`config.mk`:
```
export PLATFORM = sky130hd
export DESIGN_NAME = dchain_branch_ctrl
export DESIGN_NICKNAME = d
export VERILOG_FILES = /design/src/rtl/dcb_pkg.sv /design/src/rtl/dcb_branch_reg.sv /design/src/rtl/dcb_chan_seq.sv /design/src/rtl/dcb_status.sv /design/src/rtl/dchain_branch_ctrl.sv
export SDC_FILE = /design/constraint.sdc
export NUM_CORES = 1
export LEC_CHECK = 0
export BUFFER_PORTS_ARGS = -buffer_cell sky130_fd_sc_hd__buf_2
export CAP_MARGIN = 20
export CORE_MARGIN = 1.5
export CORE_UTILIZATION = 59
export CTS_BUF_LIST = sky130_fd_sc_hd__clkbuf_8
export CTS_CLUSTER_SIZE = 14
export DETAILED_ROUTE_END_ITERATION = 16
export GPL_ROUTABILITY_DRIVEN = 0
export GPL_TIMING_DRIVEN = 0
export PLACE_DENSITY = 0.83
export SLEW_MARGIN = 10
export SYNTH_ARGS = -nofsm -noshare
export SYNTH_HDL_FRONTEND = slang
export SYNTH_HIERARCHICAL = 1
export SYNTH_SLANG_ARGS = --single-unit
```
`constraint.sdc`:
```
create_clock -name clk -period 1.8 [get_ports clk]
set_input_delay 0.09 -clock clk [delete_from_list [all_inputs] [get_ports clk]]
set_output_delay 0.09 -clock clk [all_outputs]
set_load 0.05 [all_outputs]
```
`src/rtl/dcb_pkg.sv`:
```
// Shared constants and types for the descriptor branch controller.
// Assumes descriptors are aligned to 16 bytes (four zero low address bits).
package dcb_pkg;
    localparam int ALIGN_BITS  = 4;
    localparam int BR_REQ_BIT  = 0;
    localparam int BR_IE_BIT   = 1;
    localparam int ST_BIT_BASE = 2;

    typedef enum logic {
        CH_RUN   = 1'b0,
        CH_FETCH = 1'b1
    } ch_state_e;
endpackage

```
`src/rtl/dcb_branch_reg.sv`:
```
// Per-channel branch register: target field, notify enable and one-shot
// request. Software writes take priority over the hardware clear of the
// request. Assumes the caller has already sliced the write data into fields.
module dcb_branch_reg #(
    parameter int ADDR_W = 32,
    localparam int TGT_W = ADDR_W - dcb_pkg::ALIGN_BITS
) (
    input  logic              clk,
    input  logic              rst_n,
    input  logic              sw_we,
    input  logic [TGT_W-1:0]  sw_tgt,
    input  logic              sw_ie,
    input  logic              sw_req,
    input  logic              hw_clr,
    output logic [TGT_W-1:0]  tgt,
    output logic              ie,
    output logic              req,
    output logic [ADDR_W-1:0] rd_word
);
    // Hold the fields; a software write overrides the hardware clear.
    always_ff @(posedge clk) begin
        if (!rst_n) begin
            tgt <= '0;
            ie  <= 1'b0;
            req <= 1'b0;
        end else if (sw_we) begin
            tgt <= sw_tgt;
            ie  <= sw_ie;
            req <= sw_req;
        end else if (hw_clr) begin
            req <= 1'b0;
        end
    end

    // Present the fields in register layout, reserved bits as zero.
    always_comb begin
        rd_word = {tgt, 2'b00, ie, req};
    end

    assert_sw_write_wins_R9: assert property (@(posedge clk) disable iff (!rst_n)
        sw_we |=> (req == $past(sw_req)) && (tgt == $past(sw_tgt)));

    assert_hw_clear_R6: assert property (@(posedge clk) disable iff (!rst_n)
        (hw_clr && !sw_we) |=> !req);
endmodule

```
`src/rtl/dcb_chan_seq.sv`:
```
// Per-channel sequencer: holds the normal next-descriptor address, latches
// the branch decision at frame end, and holds a fetch request until the
// descriptor is loaded. Assumes frame_done does not arrive while a fetch is
// pending; such a pulse is ignored.
module dcb_chan_seq #(
    parameter int ADDR_W = 32,
    localparam int TGT_W = ADDR_W - dcb_pkg::ALIGN_BITS
) (
    input  logic              clk,
    input  logic              rst_n,
    input  logic              nd_we,
    input  logic [TGT_W-1:0]  nd_wtgt,
    input  logic [TGT_W-1:0]  br_tgt,
    input  logic              br_ie,
    input  logic              br_req,
    input  logic              frame_done,
    input  logic              desc_loaded,
    output logic              fetch_req,
    output logic [ADDR_W-1:0] fetch_addr,
    output logic [ADDR_W-1:0] nd_rd_word,
    output logic              hw_clr,
    output logic              st_set
);
    import dcb_pkg::*;

    ch_state_e        state;
    logic [TGT_W-1:0] nd_q;
    logic [TGT_W-1:0] addr_q;
    logic             taken_q;
    logic             ie_q;

    // Normal next-descriptor register, software writable only.
    always_ff @(posedge clk) begin
        if (!rst_n)     nd_q <= '0;
        else if (nd_we) nd_q <= nd_wtgt;
    end

    // Latch the branch decision at frame end and wait for the load.
    always_ff @(posedge clk) begin
        if (!rst_n) begin
            state   <= CH_RUN;
            addr_q  <= '0;
            taken_q <= 1'b0;
            ie_q    <= 1'b0;
        end else begin
            case (state)
                CH_RUN: if (frame_done) begin
                    state   <= CH_FETCH;
                    taken_q <= br_req;
                    ie_q    <= br_ie;
                    addr_q  <= br_req ? br_tgt : nd_q;
                end
                CH_FETCH: if (desc_loaded) state <= CH_RUN;
                default: state <= CH_RUN;
            endcase
        end
    end

    // Drive the fetch port and the end-of-branch events.
    always_comb begin
        fetch_req  = (state == CH_FETCH);
        fetch_addr = {addr_q, {ALIGN_BITS{1'b0}}};
        nd_rd_word = {nd_q, {ALIGN_BITS{1'b0}}};
        hw_clr     = fetch_req && desc_loaded && taken_q;
        st_set     = hw_clr && ie_q;
    end

    assert_fetch_after_done_R3: assert property (@(posedge clk) disable iff (!rst_n)
        $rose(fetch_req) |-> $past(frame_done));

    assert_fetch_hold_R5: assert property (@(posedge clk) disable iff (!rst_n)
        (fetch_req && !desc_loaded) |=> fetch_req && $stable(fetch_addr));

    assert_fetch_release_R5: assert property (@(posedge clk) disable iff (!rst_n)
        (fetch_req && desc_loaded) |=> !fetch_req);
endmodule

```
`src/rtl/dcb_status.sv`:
```
// Sticky per-channel branch status bits with write-one-to-clear and a
// combined interrupt. A set in the same cycle as a clear wins.
module dcb_status #(
    parameter int NUM_CH = 2
) (
    input  logic              clk,
    input  logic              rst_n,
    input  logic [NUM_CH-1:0] set,
    input  logic              clr_we,
    input  logic [NUM_CH-1:0] clr_mask,
    output logic [NUM_CH-1:0] st,
    output logic              irq
);
    // Update the sticky bits: clear first, then apply sets.
    always_ff @(posedge clk) begin
        if (!rst_n) st <= '0;
        else        st <= (st & ~(clr_mask & {NUM_CH{clr_we}})) | set;
    end

    // Interrupt is high while any status bit is set.
    always_comb begin
        irq = |st;
    end

    for (genvar i = 0; i < NUM_CH; i++) begin : g_chk
        assert_sticky_set_R7: assert property (@(posedge clk) disable iff (!rst_n)
            set[i] |=> st[i]);

        assert_hold_R8: assert property (@(posedge clk) disable iff (!rst_n)
            (!set[i] && !(clr_we && clr_mask[i])) |=> st[i] == $past(st[i]));
    end
endmodule

```
`src/rtl/dchain_branch_ctrl.sv`:
```
// Top of the descriptor chaining and branch control block. Decodes the
// register port, instantiates one branch register and one sequencer per
// channel, and collects the status bits. Assumes the default register
// word index width covers 2*NUM_CH+1 words.
module dchain_branch_ctrl #(
    parameter int NUM_CH = 2,
    parameter int ADDR_W = 32,
    parameter int RA_W   = $clog2(2 * NUM_CH + 1)
) (
    input  logic                     clk,
    input  logic                     rst_n,
    input  logic                     reg_we,
    input  logic [RA_W-1:0]          reg_addr,
    input  logic [ADDR_W-1:0]        reg_wdata,
    output logic [ADDR_W-1:0]        reg_rdata,
    input  logic [NUM_CH-1:0]        frame_done,
    input  logic [NUM_CH-1:0]        desc_loaded,
    output logic [NUM_CH-1:0]        fetch_req,
    output logic [NUM_CH*ADDR_W-1:0] fetch_addr,
    output logic                     irq
);
    import dcb_pkg::*;

    localparam int TGT_W  = ADDR_W - ALIGN_BITS;
    localparam int ST_IDX = 2 * NUM_CH;

    logic [NUM_CH-1:0] hw_clr;
    logic [NUM_CH-1:0] st_set;
    logic [NUM_CH-1:0] st;
    logic [TGT_W-1:0]  br_tgt [NUM_CH];
    logic [NUM_CH-1:0] br_ie;
    logic [NUM_CH-1:0] br_req;
    logic [ADDR_W-1:0] nd_rd  [NUM_CH];
    logic [ADDR_W-1:0] br_rd  [NUM_CH];
    logic              st_we;

    for (genvar c = 0; c < NUM_CH; c++) begin : g_ch
        logic nd_we;
        logic br_we;

        // Decode this channel's two register words.
        always_comb begin
            nd_we = reg_we && (reg_addr == RA_W'(2 * c));
            br_we = reg_we && (reg_addr == RA_W'(2 * c + 1));
        end

        dcb_branch_reg #(.ADDR_W(ADDR_W)) u_br (
            .clk     (clk),
            .rst_n   (rst_n),
            .sw_we   (br_we),
            .sw_tgt  (reg_wdata[ADDR_W-1:ALIGN_BITS]),
            .sw_ie   (reg_wdata[BR_IE_BIT]),
            .sw_req  (reg_wdata[BR_REQ_BIT]),
            .hw_clr  (hw_clr[c]),
            .tgt     (br_tgt[c]),
            .ie      (br_ie[c]),
            .req     (br_req[c]),
            .rd_word (br_rd[c])
        );

        dcb_chan_seq #(.ADDR_W(ADDR_W)) u_seq (
            .clk         (clk),
            .rst_n       (rst_n),
            .nd_we       (nd_we),
            .nd_wtgt     (reg_wdata[ADDR_W-1:ALIGN_BITS]),
            .br_tgt      (br_tgt[c]),
            .br_ie       (br_ie[c]),
            .br_req      (br_req[c]),
            .frame_done  (frame_done[c]),
            .desc_loaded (desc_loaded[c]),
            .fetch_req   (fetch_req[c]),
            .fetch_addr  (fetch_addr[c*ADDR_W +: ADDR_W]),
            .nd_rd_word  (nd_rd[c]),
            .hw_clr      (hw_clr[c]),
            .st_set      (st_set[c])
        );
    end

    // Status word write strobe.
    always_comb begin
        st_we = reg_we && (reg_addr == RA_W'(ST_IDX));
    end

    dcb_status #(.NUM_CH(NUM_CH)) u_st (
        .clk      (clk),
        .rst_n    (rst_n),
        .set      (st_set),
        .clr_we   (st_we),
        .clr_mask (reg_wdata[ST_BIT_BASE +: NUM_CH]),
        .st       (st),
        .irq      (irq)
    );

    // Combinational read mux over all register words.
    always_comb begin
        reg_rdata = '0;
        for (int c = 0; c < NUM_CH; c++) begin
            if (reg_addr == RA_W'(2 * c))     reg_rdata = nd_rd[c];
            if (reg_addr == RA_W'(2 * c + 1)) reg_rdata = br_rd[c];
        end
        if (reg_addr == RA_W'(ST_IDX)) reg_rdata = ADDR_W'({st, {ST_BIT_BASE{1'b0}}});
    end

    assert_irq_follows_load_R7: assert property (@(posedge clk) disable iff (!rst_n)
        $rose(irq) |-> $past(|(desc_loaded & fetch_req)));
endmodule

```
======== Word level (Yosys, flattened, before mapping) ========
Index checks and enable logic that the tools add are counted.
storage, ports and cells
  flip-flop bits (word level) ............. 180
  input port bits ......................... 42
  output and inout bits ................... 99
operators by class
  equality and inequality tests ........... 4
  multiplexer cells ....................... 17
  bitwise gates (word level) .............. 6
  reduce and logical (&&, ||, !) cells .... 17
operator list
  kind                                                                   count
  32-bit two-way mux                                                     5
  28-bit two-way mux                                                     2
  1-bit logical AND                                                      11
  1-bit two-way mux                                                      8
  3-bit by 2-bit equality test with 1-bit output, second input constant  2
  2-bit bitwise AND                                                      2
  1-bit one-hot mux with 2 select lines                                  2
  2-bit AND reduction                                                    2
  2-bit nonzero test                                                     2
  3-bit by 1-bit equality test with 1-bit output, second input constant  1
  3-bit equality test, second input constant                             1
  3-bit logical NOT                                                      1
  1-bit inverter                                                         2
  2-bit inverter                                                         1
  2-bit bitwise OR                                                       1
  2-bit OR reduction                                                     1

======== Logic depth before layout (Yosys ltp) ========
Gate-level depths: netlist of run 1.
  depth after elaboration ................. 6
  gate-level depth with buffers ........... 8
  mapped depth without buffers ............ 4

======== Hierarchy ========
Netlist of run 1, hierarchy kept.
by module, submodules not included
  module              instances  cells each  area each (µm²)  seq. area each (µm²)
  dcb_chan_seq        2          238         2523.7           1181.1
  dcb_branch_reg      2          130         1420.1           600.6
  dchain_branch_ctrl  1          92          1062.3           0.0
  dcb_status          1          9           76.3             40.0

======== Least setup slack after synthesis of run 1 ========
OpenSTA, ideal clock, no wires.
  path type ............................... in2out
  from .................................... input port reg_addr[2]
  to ...................................... output port reg_rdata[2]
  data arrival time ....................... 1679 ps
  data required time ...................... 1710 ps
  path slack .............................. 31 ps
  cell stages on the path ................. 4
  buffers on the path ..................... 1
  cells stage by stage .................... clkbuf_1 -> nor2b_1 -> a22oi_1 -> o21ai_0
on the way
  word-level cells in the longest chain between the ends .. 5
  elaborated cells on any way between the ends .. 8
  classes of those cells .................. eq/ne (4); mux (4)
ends and longest elaborated chain
  item                                            RTL line                   RTL
  start: declaration                              dchain_branch_ctrl.sv:13   input logic [RA_W-1:0] reg_addr,
  3-bit by 1-bit equality test with 1-bit output  dchain_branch_ctrl.sv:99   if (reg_addr == RA_W'(2 * c + 1)) reg_rdata = br_rd[c];
  32-bit two-way mux                              dchain_branch_ctrl.sv:99
  32-bit two-way mux                              dchain_branch_ctrl.sv:98   if (reg_addr == RA_W'(2 * c)) reg_rdata = nd_rd[c];
  32-bit two-way mux                              dchain_branch_ctrl.sv:99
  32-bit two-way mux (*)                          dchain_branch_ctrl.sv:101  if (reg_addr == RA_W'(ST_IDX)) reg_rdata = ADDR_W'({st, {ST_BIT_BASE{1'b0}}});
  end: declaration                                dchain_branch_ctrl.sv:15   output logic [ADDR_W-1:0] reg_rdata,
Mark *: on every way between the ends. The rest lies on a longest branch, timed or not.

======== Final worst setup path of run 1 ========
  from .................................... register g_ch[1].u_br.tgt[9]
  to ...................................... output port reg_rdata[13]
on the way
  word-level cells in the longest chain between the ends .. 2
ends and longest elaborated chain
  item                      RTL line                   RTL
  start: declaration        dcb_branch_reg.sv:15       output logic [TGT_W-1:0] tgt,
  start signal: assignment  dcb_branch_reg.sv:27       tgt <= sw_tgt;
  32-bit two-way mux        dchain_branch_ctrl.sv:99
  32-bit two-way mux        dchain_branch_ctrl.sv:101
Every way passes these cells.

==> reports/results.ini, run 1 <==
[run_status]
status = finished clean

[run]
maxCapViolCount = 0

[worst_setup_path]
path_class = flop to output port
cp_slowest_cell = mux4_2
cp-end-kind = output port
critPathLaunchType = flop
crit_fanout = 3
required_ns = 1.71
critical_path.cell_chain = mux4_2, nor2b_1, buf_2
critPathMaxStageDelay_ns = 0.46
worstPathArrival_ns = 1.66

[die]
core_area_mm2 = 0.0151
ios = 141
fp.dieH_um = 127
rows = 45
start_util = 0.598
dieArea_mm2 = 0.0160
die_w_um = 127

[synthesis]
syn_area_per_cell_um2 = 10.8
yosysSeqAreaShare = 0.399
synthCells = 837
synth_warnings = 6
ys_seq_elements = 180
synth_area_mm2 = 0.00903
synth_cell_types = 33

[min_path]
min_path_type = input port to flop

[sta]
grt_setup_unrepaired = true
clock.fmax_mhz = 572
skew_ns = 0.00849
hold_viol = 0
finalSetupViolCount = 0
worstMarginPinSlew_ns = 0.673
slew_headroom = 0.551
min_period_ns = 1.75
fin_crit_sh = 0.972
report.final.slew_viol_count = 0

[drt]
drcViolationCount = 0
vias_per_cell = 5.37
wl_mm = 22.2
wire_per_inst_um = 18.0
drt_iter0_drc = 362
num_vias = 6645
ant_nets = 0
dr.pass1.iters = 4

[pwr]
p_total_uw = 8380
ir_drop_v = 0.000462
p_leak_uw = 0.00412
p_per_area_mw_per_mm2 = 779

[finish]
area_growth_pct = 19.2
layout_common_cells = dfxtp_1 (176), mux2i_1 (170), nor2b_1 (145), buf_2 (136), buf_4 (86)
diodes = 0
finalNetCount = 1078
drive_gt1_frac = 0.327
final_cell_area_mm2 = 0.0108
layout_commonest_cell = dfxtp_1

[global_route]
grt_max_degree = 21
antenna_found_initial = 0
grt_most_used_layer = met2
globalRouteMet1Util = 0.360
grt_pass1_vias = 6589
grtUsageMet3 = 0.0481
grt_use_total = 0.283
grt-ovfl-total = 0
use_met2 = 0.490
grt_first_pass_wirelength_mm = 34.6

[cts]
clk_pin_slew_worst_paths_ns = 0.09
cts_sinks = 180
ctsLongestPathBuffers = 2
cts_root_buffer = clkbuf_8
clk_latency_ns = 0.47
cts-htree-levels = 4
numCtsBuffers = 17
cts_tree = yes

[placed_design]
hpwl_mm = 15.4
placed_cell_area_mm2 = 0.00997
io_buffer_count = 130

## Yosys cell counts
cell type    n  area share
mux4_2      30       0.075
clkbuf_1    18      0.0075
a21oi_1     38       0.021
nand2b_1     6      0.0042
and3_1       2      0.0014
mux2i_1    170        0.19
nor2b_1    147        0.10
nor3b_1      1     0.00083
inv_1        2     0.00083
clkbuf_4     2      0.0017
mux2_2       2      0.0025
a31o_1       2      0.0019
dfxtp_1    180        0.40
o21ai_0     36       0.020
a21oi_2     18       0.017
buf_12       8       0.018
or2_1        1     0.00069
o21ai_1     24       0.013
conb_1       4      0.0017
a21boi_1     6      0.0050
nand2_1      9      0.0037
buf_6       12       0.015
and4bb_1     2      0.0028
a32oi_1      2      0.0019
nor2_1       3      0.0012
buf_2       13      0.0072
and2_1       2      0.0014
buf_4       85       0.071
nor3_1       2      0.0011
nor2b_4      2      0.0031
a31oi_1      2      0.0014
a22oi_1      2      0.0017
buf_8        4      0.0067
## where the power goes
| group | switching, µW | internal [µW] | leakage (µW) |
|---|---|---|---|
| sequential | 96.5 | 4130 | 0.00147 |
| clock | 1560 | 1130 | 0.000178 |
| combinational | 926 | 547 | 0.00247 |
| total | 2580 | 5800 | 0.00412 |
## layer usage
metal,share of wire,up-vias
li1,-,3194
met1,0.45,3214
met5,0,-
met2,0.49,201
met4,0.018,0
met3,0.045,36
## timing repair
action,in CTS,in global routing
endpoints found under the setup margin,2,17
gates resized for setup,13,15
endpoints found under the hold margin,124,0
hold buffers,37,0
setup buffers,1,0
## cell type report
type                            instances  area (µm²)
Buffer                                138        1110
Clock buffer                           17         234
Clock inverter                         15         149
Fill cell                            1124        4330
Inverter                                2        7.51
Multi-Input combinational cell        529        4350
Sequential cell                       180        3610
Tap cell                              188         235
Timing Repair Buffer                  168        1060
## worst max-delay path: cells and delay by family (launching register included)
family | cells | cell delay, ns
buf+inv | 1 | 0.23
flops | 1 | 0.34
mux | 1 | 0.46
simple gates | 1 | 0.16
## flip-flops by register name, summed over array words and instances, names as in the netlist
register,count
g_ch.u_seq/nd_q,56
g_ch.u_seq/taken_q,2
g_ch.u_br/req,2
g_ch.u_br/ie,2
g_ch.u_br/tgt,56
g_ch.u_seq/addr_q,56
g_ch.u_seq/ie_q,2
g_ch.u_seq/fetch_req,2
u_st/st,2
## final timing paths
check / start / end / cells after the start / slack (ns)
max: g_ch[1].u_br/tgt[9] / reg_rdata[13] / 3 / 0.05
max reg2reg: g_ch[0].u_seq/fetch_req / g_ch[0].u_seq/fetch_req / 3 / 0.44
min reg2reg: g_ch[0].u_seq/ie_q / g_ch[0].u_seq/ie_q / 2 / 0.46
min: rst_n / u_st/st[0] / 3 / 0.08
## through the flow
| stage | setup WS, ns | setup TNS (ns) | cells | utilization | hold WS [ns] |
|---|---|---|---|---|---|
| 2_1_floorplan | 0.0306 | 0 | 853 | - | 0.198 |
| 3_3_place_gp | -0.0808 | -2.71 | 1171 | 0.661 | 0.293 |
| 3_5_place_dp | -0.144 | -4.86 | 1171 | 0.661 | 0.298 |
| 4_1_cts | 0.00245 | 0 | 1238 | 0.712 | 0.0366 |
| 5_1_grt | -0.0109 | -0.0109 | 1237 | 0.713 | 0.0965 |
| 6_report | 0.0510 | 0 | 1237 | 0.713 | 0.0778 |
## kinds of logic (layout without fill, tap and decap cells)
family,count (synthesis),count (layout),share of synthesized area
other,4,20,0.00166
multiplexers,202,202,0.266
buffers and inverters,144,340,0.127
flip-flops,180,180,0.399
AO/OA/AOI/OAI,130,130,0.0837
AND/OR/NAND/NOR,177,177,0.122
Note: power is estimated with default switching activity, not from simulation.
==> inputs of run 2 (changes only) <==
--- a/config.mk
+++ b/config.mk
@@ -5,16 +5,16 @@
 export SDC_FILE = /design/constraint.sdc
 export NUM_CORES = 1
 export LEC_CHECK = 0
-export BUFFER_PORTS_ARGS = -buffer_cell sky130_fd_sc_hd__buf_2
 export CAP_MARGIN = 20
 export CORE_MARGIN = 1.5
-export CORE_UTILIZATION = 59
+export CORE_UTILIZATION = 60
 export CTS_BUF_LIST = sky130_fd_sc_hd__clkbuf_8
 export CTS_CLUSTER_SIZE = 14
 export DETAILED_ROUTE_END_ITERATION = 16
+export DONT_BUFFER_PORTS = 1
 export GPL_ROUTABILITY_DRIVEN = 0
 export GPL_TIMING_DRIVEN = 0
-export PLACE_DENSITY = 0.83
+export PLACE_DENSITY = 0.76
 export SLEW_MARGIN = 10
 export SYNTH_ARGS = -nofsm -noshare
 export SYNTH_HDL_FRONTEND = slang
==> run 2 against run 1 <==
Effect of this change: hold slack lost 0.064 ns; largest cell class unchanged; flip-flop and latch count did not move; critical endpoint is now reg_rdata[1]; via count down 6.1%; worst setup slack lost 0.011 ns; cell count decreased by 10%; non-clock buffer count down 124; maximum frequency fell by 0.60%; global-route usage rose by 0.75 points.
==> reports/results.ini, run 2 (same netlist as run 1, synthesis figures left out) <==
[run_status]
status = finished clean

[cts]
cts-htree-levels = 4
clk_pin_slew_worst_paths_ns = 0.10
ctsLongestPathBuffers = 2
cts_root_buffer = clkbuf_8
cts_setup_buffers = 0
clk_latency_ns = 0.47
cts_sinks = 180
numCtsBuffers = 17
cts_tree = yes

[finish]
area_growth_pct = 13.1
layout_common_cells = dfxtp_1 (180), mux2i_1 (170), nor2b_1 (117), buf_4 (85), dlygate4sd3_1 (40)
diodes = 0
final_cell_area_mm2 = 0.0102
layout_commonest_cell = dfxtp_1
drive_gt1_frac = 0.258
finalNetCount = 954
reg_top3 = g_ch.u_br/tgt (56), g_ch.u_seq/addr_q (56), g_ch.u_seq/nd_q (56)
fill_cells = 1101
multi_input_area_mm2 = 0.00442
finalNonFillerCells = 1109
regArea_mm2 = 0.00360

[worst_setup_path]
path_class = flop to output port
critPathLaunchType = flop
required_ns = 1.71
cp-end-kind = output port
worstPathArrival_ns = 1.67
crit_fanout = 3

[global_route]
grt_first_pass_wirelength_mm = 35.4
grt_max_degree = 17
grt_use_total = 0.290
antenna_found_initial = 0
grt-ovfl-total = 0
grt_pass1_vias = 6497

[pwr]
ir_drop_v = 0.000625
p_per_area_mw_per_mm2 = 818
p_leak_uw = 0.00353
p_total_uw = 8340

[drt]
vias_per_cell = 5.62
drcViolationCount = 0
ant_nets = 0
dr.pass1.iters = 5
num_vias = 6238
drt_iter0_drc = 304
wire_per_inst_um = 20.2
wl_mm = 22.4

[sta]
hold_viol = 0
worstMarginPinSlew_ns = 0.870
grt_setup_unrepaired = true
finalSetupViolCount = 0
min_period_ns = 1.76
clock.fmax_mhz = 568
report.final.slew_viol_count = 0
skew_ns = 0.0153
slew_headroom = 0.420
fin_ws_ns = 0.0404
fin_crit_sh = 0.978

[min_path]
min_path_type = input port to flop

[die]
start_util = 0.619
rows = 44
dieArea_mm2 = 0.0158
fp.dieH_um = 126
ios = 141
core_area_mm2 = 0.0146
die_w_um = 126

[placed_design]
placed_cell_area_mm2 = 0.00932
io_buffer_count = 0
hpwl_mm = 15.6
pre_cts_slack_ns = -0.102
dp.cells = 1037

[run]
maxCapViolCount = 0

run 2: cell types whose count changed in the layout (fill, tap and decap cells not counted), moves of 2 or more:
cell	previous run	this run
clkinvlp_4	5	3
clkbuf_2	2	0
buf_6	14	12
o21ai_2	0	2
nor2b_2	0	29
nor2b_1	145	117
o21ai_0	36	34
dlygate4sd3_1	37	40
buf_2	136	13
dfxtp_1	176	180
dfxtp_2	4	0
run 2: area by class of cell:
type / instances / share of cell area
clock inverter: 14 / 0.0150
buffer: 142 / 0.112
multi-input combinational: 529 / 0.433
timing repair buffer: 40 / 0.0392
clock buffer: 18 / 0.0243
inverter: 2 / 0.000736
tap: 184 / 0.0226
sequential: 180 / 0.353
run 2: path summary, 6_finish.rpt:
kind	depth (start not counted)	startpoint	slack [ns]	to
min reg2reg	2	g_ch[1].u_seq/taken_q	0.46	g_ch[1].u_seq/taken_q
min	3	rst_n	0.01	g_ch[0].u_seq/addr_q[17]
max reg2reg	3	g_ch[1].u_seq/fetch_req	0.06	g_ch[1].u_seq/fetch_req
max	3	g_ch[1].u_br/ie	0.04	reg_rdata[1]
run 2: worst max-delay path, cell delays in order (launching register included):
cell     delay [ns]
dfxtp_1        0.39
buf_4          0.13
mux4_2         0.21
nor2b_2        0.48
run 2: repair_timing:
action	in CTS	in global routing
resized for setup	32	2
setup endpoints to repair	30	2
hold buffers	40	0
cloned	0	0
endpoints found under the hold margin	139	0
run 2: where the power goes:
| part | leakage, µW | internal, µW | switching, µW |
|---|---|---|---|
| combinational | 0.00187 | 455 | 570 |
| sequential | 0.00147 | 4130 | 426 |
| clock | 0.000197 | 1280 | 1480 |
run 2: layer usage:
metal,share of wire,global-route usage,wire length (µm)
met1,0.43,0.352,9610
met2,0.48,0.497,10900
met3,0.062,0.0675,1380
met4,0.027,0.118,595
met5,0,0,0
run 2: through the flow:
| step | TNS (ns) | util | hold WS [ns] |
|---|---|---|---|
| after global placement | -0.575 | 0.639 | 0.201 |
| after floorplan | 0 | - | 0.198 |
| after global routing | -0.0288 | 0.699 | 0.0261 |
| after detailed placement | -2.75 | 0.639 | 0.205 |
| after CTS | -0.0641 | 0.699 | 0.000132 |
| final | 0 | 0.699 | 0.0135 |
